## config.mk

```make
export PLATFORM = sky130hd
export DESIGN_NAME = llsc_monitor
export DESIGN_NICKNAME = d
export VERILOG_FILES = /design/src/rtl/llsc_pkg.sv /design/src/rtl/rsv_cam.sv /design/src/rtl/rsv_age.sv /design/src/rtl/llsc_monitor.sv
export SDC_FILE = /design/constraint.sdc
export NUM_CORES = 1
export LEC_CHECK = 0
export ABC_AREA = 0
export BUFFER_PORTS_ARGS = -buffer_cell sky130_fd_sc_hd__buf_2
export CORE_MARGIN = 1
export CORE_UTILIZATION = 38
export DETAILED_ROUTE_END_ITERATION = 12
export PLACE_DENSITY = 0.64
export SLEW_MARGIN = 20
export SYNTH_ARGS = -nofsm -noshare
export SYNTH_HDL_FRONTEND = slang
export SYNTH_SLANG_ARGS = --single-unit
```

## constraint.sdc

```tcl
create_clock -name clk -period 5.75 [get_ports clk]
set_input_delay 1.725 -clock clk [delete_from_list [all_inputs] [get_ports clk]]
set_output_delay 1.725 -clock clk [all_outputs]
set_load 0.005 [all_outputs]
```

## src/rtl/llsc_pkg.sv

```systemverilog
package llsc_pkg;
  typedef enum logic [2:0] {
    OP_STORE = 3'd0,
    OP_LL    = 3'd1,
    OP_SC    = 3'd2,
    OP_LKRD  = 3'd3,
    OP_LKWR  = 3'd4,
    OP_RMW   = 3'd5,
    OP_ATOM  = 3'd6,
    OP_FLUSH = 3'd7
  } op_kind_e;
endpackage

```

## src/rtl/rsv_cam.sv

```systemverilog
module rsv_cam #(
  parameter int N      = 4,
  parameter int LINE_W = 8,
  parameter int REQ_W  = 2
) (
  input  logic [N-1:0]      valid_q,
  input  logic [LINE_W-1:0] line_q  [N],
  input  logic [REQ_W-1:0]  owner_q [N],
  input  logic [LINE_W-1:0] cmp_line,
  input  logic [REQ_W-1:0]  cmp_req,
  input  logic              inv_valid,
  input  logic [LINE_W-1:0] inv_line,
  output logic [N-1:0]      kill,
  output logic [N-1:0]      hit,
  output logic [N-1:0]      mine
);
  // Invalidation is applied ahead of the lookup, so a completion in the
  // same cycle sees the line already gone.
  for (genvar i = 0; i < N; i++) begin : g_ent
    assign kill[i] = inv_valid & valid_q[i] & (line_q[i] == inv_line);
    assign hit[i]  = valid_q[i] & ~kill[i] & (line_q[i] == cmp_line);
    assign mine[i] = (owner_q[i] == cmp_req);
  end
endmodule

```

## src/rtl/rsv_age.sv

```systemverilog
module rsv_age #(
  parameter int N = 4
) (
  input  logic         clk,
  input  logic         rst,
  input  logic [N-1:0] valid_q,
  input  logic [N-1:0] freed,
  input  logic [N-1:0] alloc,
  input  logic         full,
  output logic [N-1:0] victim
);
  localparam int RW = (N > 1) ? $clog2(N) : 1;
  localparam logic [RW-1:0] OLDEST = RW'(N - 1);

  logic [RW-1:0] rank_q [N];
  logic [RW-1:0] rank_d [N];
  logic          any_alloc;

  assign any_alloc = |alloc;

  // Rank 0 is the youngest allocation. A freed entry closes the gap above it.
  always_comb begin
    for (int i = 0; i < N; i++) begin
      logic [RW:0] below;
      logic [RW:0] tmp;
      below = '0;
      for (int j = 0; j < N; j++) begin
        if (freed[j] && (rank_q[j] < rank_q[i])) below = below + 1'b1;
      end
      tmp = {1'b0, rank_q[i]} - below + {{RW{1'b0}}, any_alloc};
      if (alloc[i])                      rank_d[i] = '0;
      else if (valid_q[i] && !freed[i])  rank_d[i] = tmp[RW-1:0];
      else                               rank_d[i] = '0;
    end
  end

  for (genvar i = 0; i < N; i++) begin : g_rank
    always_ff @(posedge clk) begin
      if (rst) rank_q[i] <= '0;
      else     rank_q[i] <= rank_d[i];
    end
    assign victim[i] = full & valid_q[i] & (rank_q[i] == OLDEST);

    // Live ranks stay packed in 0..count-1, which makes the oldest unique.
    assert_rank_packed_R7: assert property (@(posedge clk) disable iff (rst)
      valid_q[i] |-> (int'(rank_q[i]) < $countones(valid_q)));
  end

  assert_one_victim_R7: assert property (@(posedge clk) disable iff (rst)
    full |-> $onehot(victim));
endmodule

```

## src/rtl/llsc_monitor.sv

```systemverilog
module llsc_monitor #(
  parameter int N_ENT  = 4,
  parameter int LINE_W = 8,
  parameter int REQ_W  = 2
) (
  input  logic              clk,
  input  logic              rst,
  input  logic              bypass_en,
  input  logic              cmp_valid,
  input  logic [2:0]        cmp_kind,
  input  logic [LINE_W-1:0] cmp_line,
  input  logic [REQ_W-1:0]  cmp_req,
  input  logic              inv_valid,
  input  logic [LINE_W-1:0] inv_line,
  output logic              sc_valid,
  output logic              sc_pass,
  output logic              hold_valid,
  output logic [LINE_W-1:0] hold_line,
  output logic              release_valid,
  output logic [LINE_W-1:0] release_line
);
  import llsc_pkg::*;

  logic [N_ENT-1:0]  valid_q;
  logic [LINE_W-1:0] line_q  [N_ENT];
  logic [REQ_W-1:0]  owner_q [N_ENT];

  logic [N_ENT-1:0]  kill, hit, mine;
  logic [N_ENT-1:0]  eff_valid, clr, retag, alloc, first_free, victim, freed;
  logic              is_ll, is_sc, is_plain, act, sc_act, hit_mine, any_hit, full;
  logic              need_alloc, found;
  op_kind_e          kind;

  assign kind     = op_kind_e'(cmp_kind);
  assign is_ll    = (kind == OP_LL);
  assign is_sc    = (kind == OP_SC);
  assign is_plain = !is_ll && !is_sc;
  assign act      = cmp_valid & ~bypass_en;
  assign sc_act   = act & is_sc;

  rsv_cam #(.N(N_ENT), .LINE_W(LINE_W), .REQ_W(REQ_W)) u_cam (
    .valid_q  (valid_q),
    .line_q   (line_q),
    .owner_q  (owner_q),
    .cmp_line (cmp_line),
    .cmp_req  (cmp_req),
    .inv_valid(inv_valid),
    .inv_line (inv_line),
    .kill     (kill),
    .hit      (hit),
    .mine     (mine)
  );

  assign eff_valid = valid_q & ~kill;
  assign any_hit   = |hit;
  assign hit_mine  = |(hit & mine);
  assign full      = &eff_valid;

  always_comb begin
    first_free = '0;
    found      = 1'b0;
    for (int i = 0; i < N_ENT; i++) begin
      if (!eff_valid[i] && !found) begin
        first_free[i] = 1'b1;
        found         = 1'b1;
      end
    end
  end

  rsv_age #(.N(N_ENT)) u_age (
    .clk    (clk),
    .rst    (rst),
    .valid_q(valid_q),
    .freed  (freed),
    .alloc  (alloc),
    .full   (full),
    .victim (victim)
  );

  assign need_alloc = act & is_ll & ~any_hit;
  assign alloc      = need_alloc ? (full ? victim : first_free) : '0;
  assign retag      = (act & is_ll) ? hit : '0;
  assign clr        = sc_act ? hit : ((act & is_plain) ? (hit & mine) : '0);
  assign freed      = valid_q & (kill | clr | (alloc & eff_valid));

  for (genvar i = 0; i < N_ENT; i++) begin : g_tab
    always_ff @(posedge clk) begin
      if (rst) valid_q[i] <= 1'b0;
      else     valid_q[i] <= (eff_valid[i] & ~clr[i]) | alloc[i];
    end
    always_ff @(posedge clk) begin
      if (alloc[i]) line_q[i] <= cmp_line;
      if (alloc[i] || retag[i]) owner_q[i] <= cmp_req;
    end

    // An SC leaves no reservation behind on its line.
    assert_sc_drops_line_R4: assert property (@(posedge clk) disable iff (rst)
      sc_act |=> !(valid_q[i] && (line_q[i] == $past(cmp_line))));

    for (genvar j = i + 1; j < N_ENT; j++) begin : g_pair
      assert_line_unique_R6: assert property (@(posedge clk) disable iff (rst)
        !(valid_q[i] && valid_q[j] && (line_q[i] == line_q[j])));
    end
  end

  always_ff @(posedge clk) begin
    if (rst) begin
      sc_valid      <= 1'b0;
      sc_pass       <= 1'b0;
      hold_valid    <= 1'b0;
      release_valid <= 1'b0;
      hold_line     <= '0;
      release_line  <= '0;
    end else begin
      sc_valid      <= cmp_valid & is_sc;
      sc_pass       <= cmp_valid & is_sc & (bypass_en | hit_mine);
      hold_valid    <= cmp_valid & (kind == OP_LKRD);
      release_valid <= cmp_valid & (kind == OP_LKWR);
      if (cmp_valid && kind == OP_LKRD) hold_line    <= cmp_line;
      if (cmp_valid && kind == OP_LKWR) release_line <= cmp_line;
    end
  end

  assert_sc_timing_R11: assert property (@(posedge clk) disable iff (rst)
    (cmp_valid && is_sc) |=> sc_valid);

  assert_pass_gated_R11: assert property (@(posedge clk) disable iff (rst)
    !sc_valid |-> !sc_pass);

  assert_bypass_pass_R9: assert property (@(posedge clk) disable iff (rst)
    (cmp_valid && is_sc && bypass_en) |=> sc_pass);

  assert_bypass_frozen_R9: assert property (@(posedge clk) disable iff (rst)
    (bypass_en && !inv_valid) |=> $stable(valid_q));

  assert_hold_excl_R10: assert property (@(posedge clk) disable iff (rst)
    !(hold_valid && release_valid));
endmodule

```

==> run summary <==
status - complete, no violations
Simple-Gate Fraction of Synth Area - 17.0%
port bufs - 45
slowest cell on the critical path - o31ai_2
Detailed Place HPWL - 8360 um
worst hold path startpoint - hold_line[0]$_SDFFE_PP0P_
All-Layer GR Usage - 19.4%
Worst-Skew Late Latency - 0.33 ns
DR iter-0 viols - 185
Via density - 5.28
Area after DPL - 0.00495 mm2
Cell Area, Synth - 0.00444 mm2
Max FO, Critical Path - 10
die height - 110 um
Post-synth EDFFs - 40
DRC Markers - 0
setup repair bufs after CTS - 0
final net count - 568
layout cells sized above 1 - 20.2%
worst path arrival time - 5.70 ns
CP Cell Sequence - buf_2 > xor2_1 > nor4_1 > nand2_1 > o21ai_2 > or3_1 > nor3_4 > o31ai_2 > nor2b_1 > ha_1 > xnor2_1 > ha_1 > inv_1 > ha_1 > xnor2_1 > xnor2_1 > a211o_1 > a2111oi_2
unrepaired setup endpoints after global routing - no
clock-pin slew on the worst setup and hold paths - 0.06 ns
I/O pins - 46
Post-synth top flop - edfxtp_1
initial antenna violation count - 0
effective utilization at floorplan - 38.9%
Core Rows - 39
Setup CP Type - in -> reg
die width - 110 um
Die Area - 0.0121 mm2
Clock Tree Buf Depth - 2
Max-Cap Viols - 0
hold buffer count at cts - 0
register bit total from synthesis - 72
post-synthesis compound-gate area fraction - 12.2%
kind of start point of the critical path - primary input
main combinational cell family by area after synthesis - simple AND/OR/NAND/NOR gates
Antenna Cells - 0
pwr dens - 238 mW/mm2
max frequency - 183 MHz
CTS Sinks - 72
reg-to-reg startpoint - line_q[25]$_DFFE_PP_
Final ANT Viol Nets - 0
Adder-Cell Fraction of Synth Area - 7.88%
Slew Limit Headroom - 62.0%
first-pass GRT wire length - 17500 um
H-tree depth - 3
DRT Pass-1 Iters - 4
CP top delay family - compound AO/OA/AOI/OAI gates
crit path from - cmp_line[3]
LEAKAGE - 2.01 nW
CP max stage delay - 0.53 ns
syn_nets - 506
Mean Syn Cell Area - 9.83 um2
classification of the worst-slack hold path - reg -> reg
CP Buf/Inv Count - 2
CORE AREA - 0.0114 mm2
slew of the pin with the lowest slew margin - 0.567 ns
vias in the first global route - 3489
Syn. warnings - 0
Tcrit/Tclk final - 95.2%
total wire length - 10800 um
Post-Synth XOR/XNOR Area - 16.6%
final design instance area without fill - 0.00530 mm2
post-CTS sizing - 0
routed length per placed instance - 16.3 um
largest net degree at the start of global routing - 29
CTS buffer count - 9
min cycle time layout - 5.47 ns
CTS Root Cell - clkbuf_16
Synth async-reset ratio - 0%
vias post-DR - 3493
Final Max Tran Viols - 0
area grow syn2layout - 19.2%
Worst Clk Skew - 0.00581 ns
CTS tree - yes
final core utilization - 46.4%
peak supply drop - 0.000223 V
crit end category - register
# setup viols final - 0
gr ovfl total - 0
CP required - 5.98 ns
Unique masters post-synth - 56
Final Hold Fails - 0
mux cell area share after synthesis - 0%
gate count after technology mapping - 452
Seq/Total Area, Yosys - 41.4%
gpl congestion - 0.892
## cells in the final DEF, fill, tap and decap left out, types with 3 or more instances in the layout
| cell type | instances |
|---|---|
| nand2b_1 | 6 |
| dfxtp_1 | 32 |
| nand3_1 | 10 |
| o31ai_1 | 3 |
| o21ai_0 | 12 |
| nand4_1 | 5 |
| ha_1 | 28 |
| and3_1 | 5 |
| or2_2 | 3 |
| or3_1 | 6 |
| inv_1 | 29 |
| nor3_1 | 8 |
| xnor2_1 | 31 |
| nor4_1 | 9 |
| buf_4 | 26 |
| a211o_1 | 5 |
| edfxtp_1 | 40 |
| xor2_1 | 53 |
| a21oi_1 | 33 |
| a31oi_1 | 5 |
| nand2_1 | 48 |
| buf_2 | 45 |
| clkbuf_16 | 10 |
| nor2_1 | 16 |
| a211oi_1 | 4 |
| nor2b_1 | 4 |
## worst register-to-register path, cell delays in order, from the launching register on
cell,delay (ns)
edfxtp_1,0.42
xor2_1,0.26
nor4_1,0.09
buf_4,0.15
a31oi_1,0.19
buf_4,0.15
nand4bb_1,0.19
or4_4,0.58
clkinv_8,0.06
o21ai_0,0.14
a211o_1,0.29
inv_1,0.06
ha_1,0.22
xnor2_1,0.14
ha_1,0.28
inv_1,0.04
ha_1,0.18
xnor2_1,0.14
xnor2_1,0.14
or3_1,0.36
a21boi_0,0.17
## routing by layer
layer | up-vias | share of wire (%) | GRT usage [%]
li1 | 1715 | - | -
met1 | 1674 | 42 | 22.7
met2 | 83 | 52 | 33.9
met3 | 21 | 3.9 | 4.29
met4 | 0 | 2.3 | 8.83
met5 | - | 0 | 0
## through the flow
step                      TNS [ns]  hold slack [ns]  std cells  worst slack (ns)  total power [mW]
after floorplan                  0            0.453        452             0.103             0.607
after global placement      -0.253            0.442        646            -0.187             0.642
after detailed placement    -0.409            0.445        646            -0.277             0.643
after CTS                        0            0.454        662            0.0870              1.27
after global routing             0            0.476        662            0.0108              1.30
final                            0            0.451        662             0.277              1.26
## layout make-up
class | count | area, um2
timing repair buffer | 71 | 420
fill | 1101 | 6120
clock buffer | 11 | 254
inverter | 30 | 125
sequential | 72 | 1840
multi-input combinational | 330 | 2390
tap | 143 | 179
clock inverter | 5 | 85.1
## flip-flops by register name (all words and copies together), names as in the netlist
| name | count |
|---|---|
| release_valid | 1 |
| hold_valid | 1 |
| sc_valid | 1 |
| valid_q | 4 |
| owner_q | 8 |
| release_line | 8 |
| u_age.rank_q | 8 |
| hold_line | 8 |
| line_q | 32 |
| sc_pass | 1 |
## cells by family (layout without fill, tap and decap cells)
logic type	count (synthesis)	in the layout
AOI/OAI and AO/OA	81	81
xor gates and xnor gates	84	84
adders and majority gates	28	28
buffers and inverters	50	117
DFF	72	72
and+or+nand+nor	137	137
## synthesized netlist by cell type, drive strengths merged (2+ instances only)
master    n  area (um2)
xor2     53         464
nand2    48         180
edfxtp   40        1200
a21oi    33         165
dfxtp    32         641
xnor2    31         272
inv      29         109
ha       28         350
nor2     16        60.1
o21ai    13        68.8
nand3    11        60.1
nor4     11        90.1
buf      10        58.8
clkbuf   10        37.5
nor3     10        60.1
nand2b    6        37.5
or3       6        37.5
a211o     5        43.8
a31oi     5        31.3
and3      5        31.3
nand4     5        31.3
a211oi    4        30.0
nor2b     4        25.0
o31ai     4        30.0
or2       3        18.8
a21boi    2        15.0
a31o      2        17.5
and4      2        17.5
nand4bb   2        22.5
nor4bb    2        20.0
o211ai    2        28.8
o31a      2        17.5
or4       2        18.8
## where the power goes
| group | internal, mW | switching (mW) | total, mW | leakage, nW |
|---|---|---|---|---|
| Clock | 0.408 | 0.218 | 0.627 | 0.161 |
| Sequential | 0.546 | 0.00191 | 0.548 | 0.618 |
| Combinational | 0.0326 | 0.0517 | 0.0843 | 1.23 |
## worst paths after layout
check / endpoint / slack, ns / depth (start not counted)
setup / recovery: u_age.rank_q[3][1]$_SDFF_PP0_ / 0.28 / 18
hold reg to reg: hold_line[0]$_SDFFE_PP0P_ / 0.45 / 2
hold / removal: hold_line[0]$_SDFFE_PP0P_ / 0.45 / 2
setup reg to reg: u_age.rank_q[0][1]$_SDFF_PP0_ / 1.44 / 20
(Power assumes the default switching activity.)
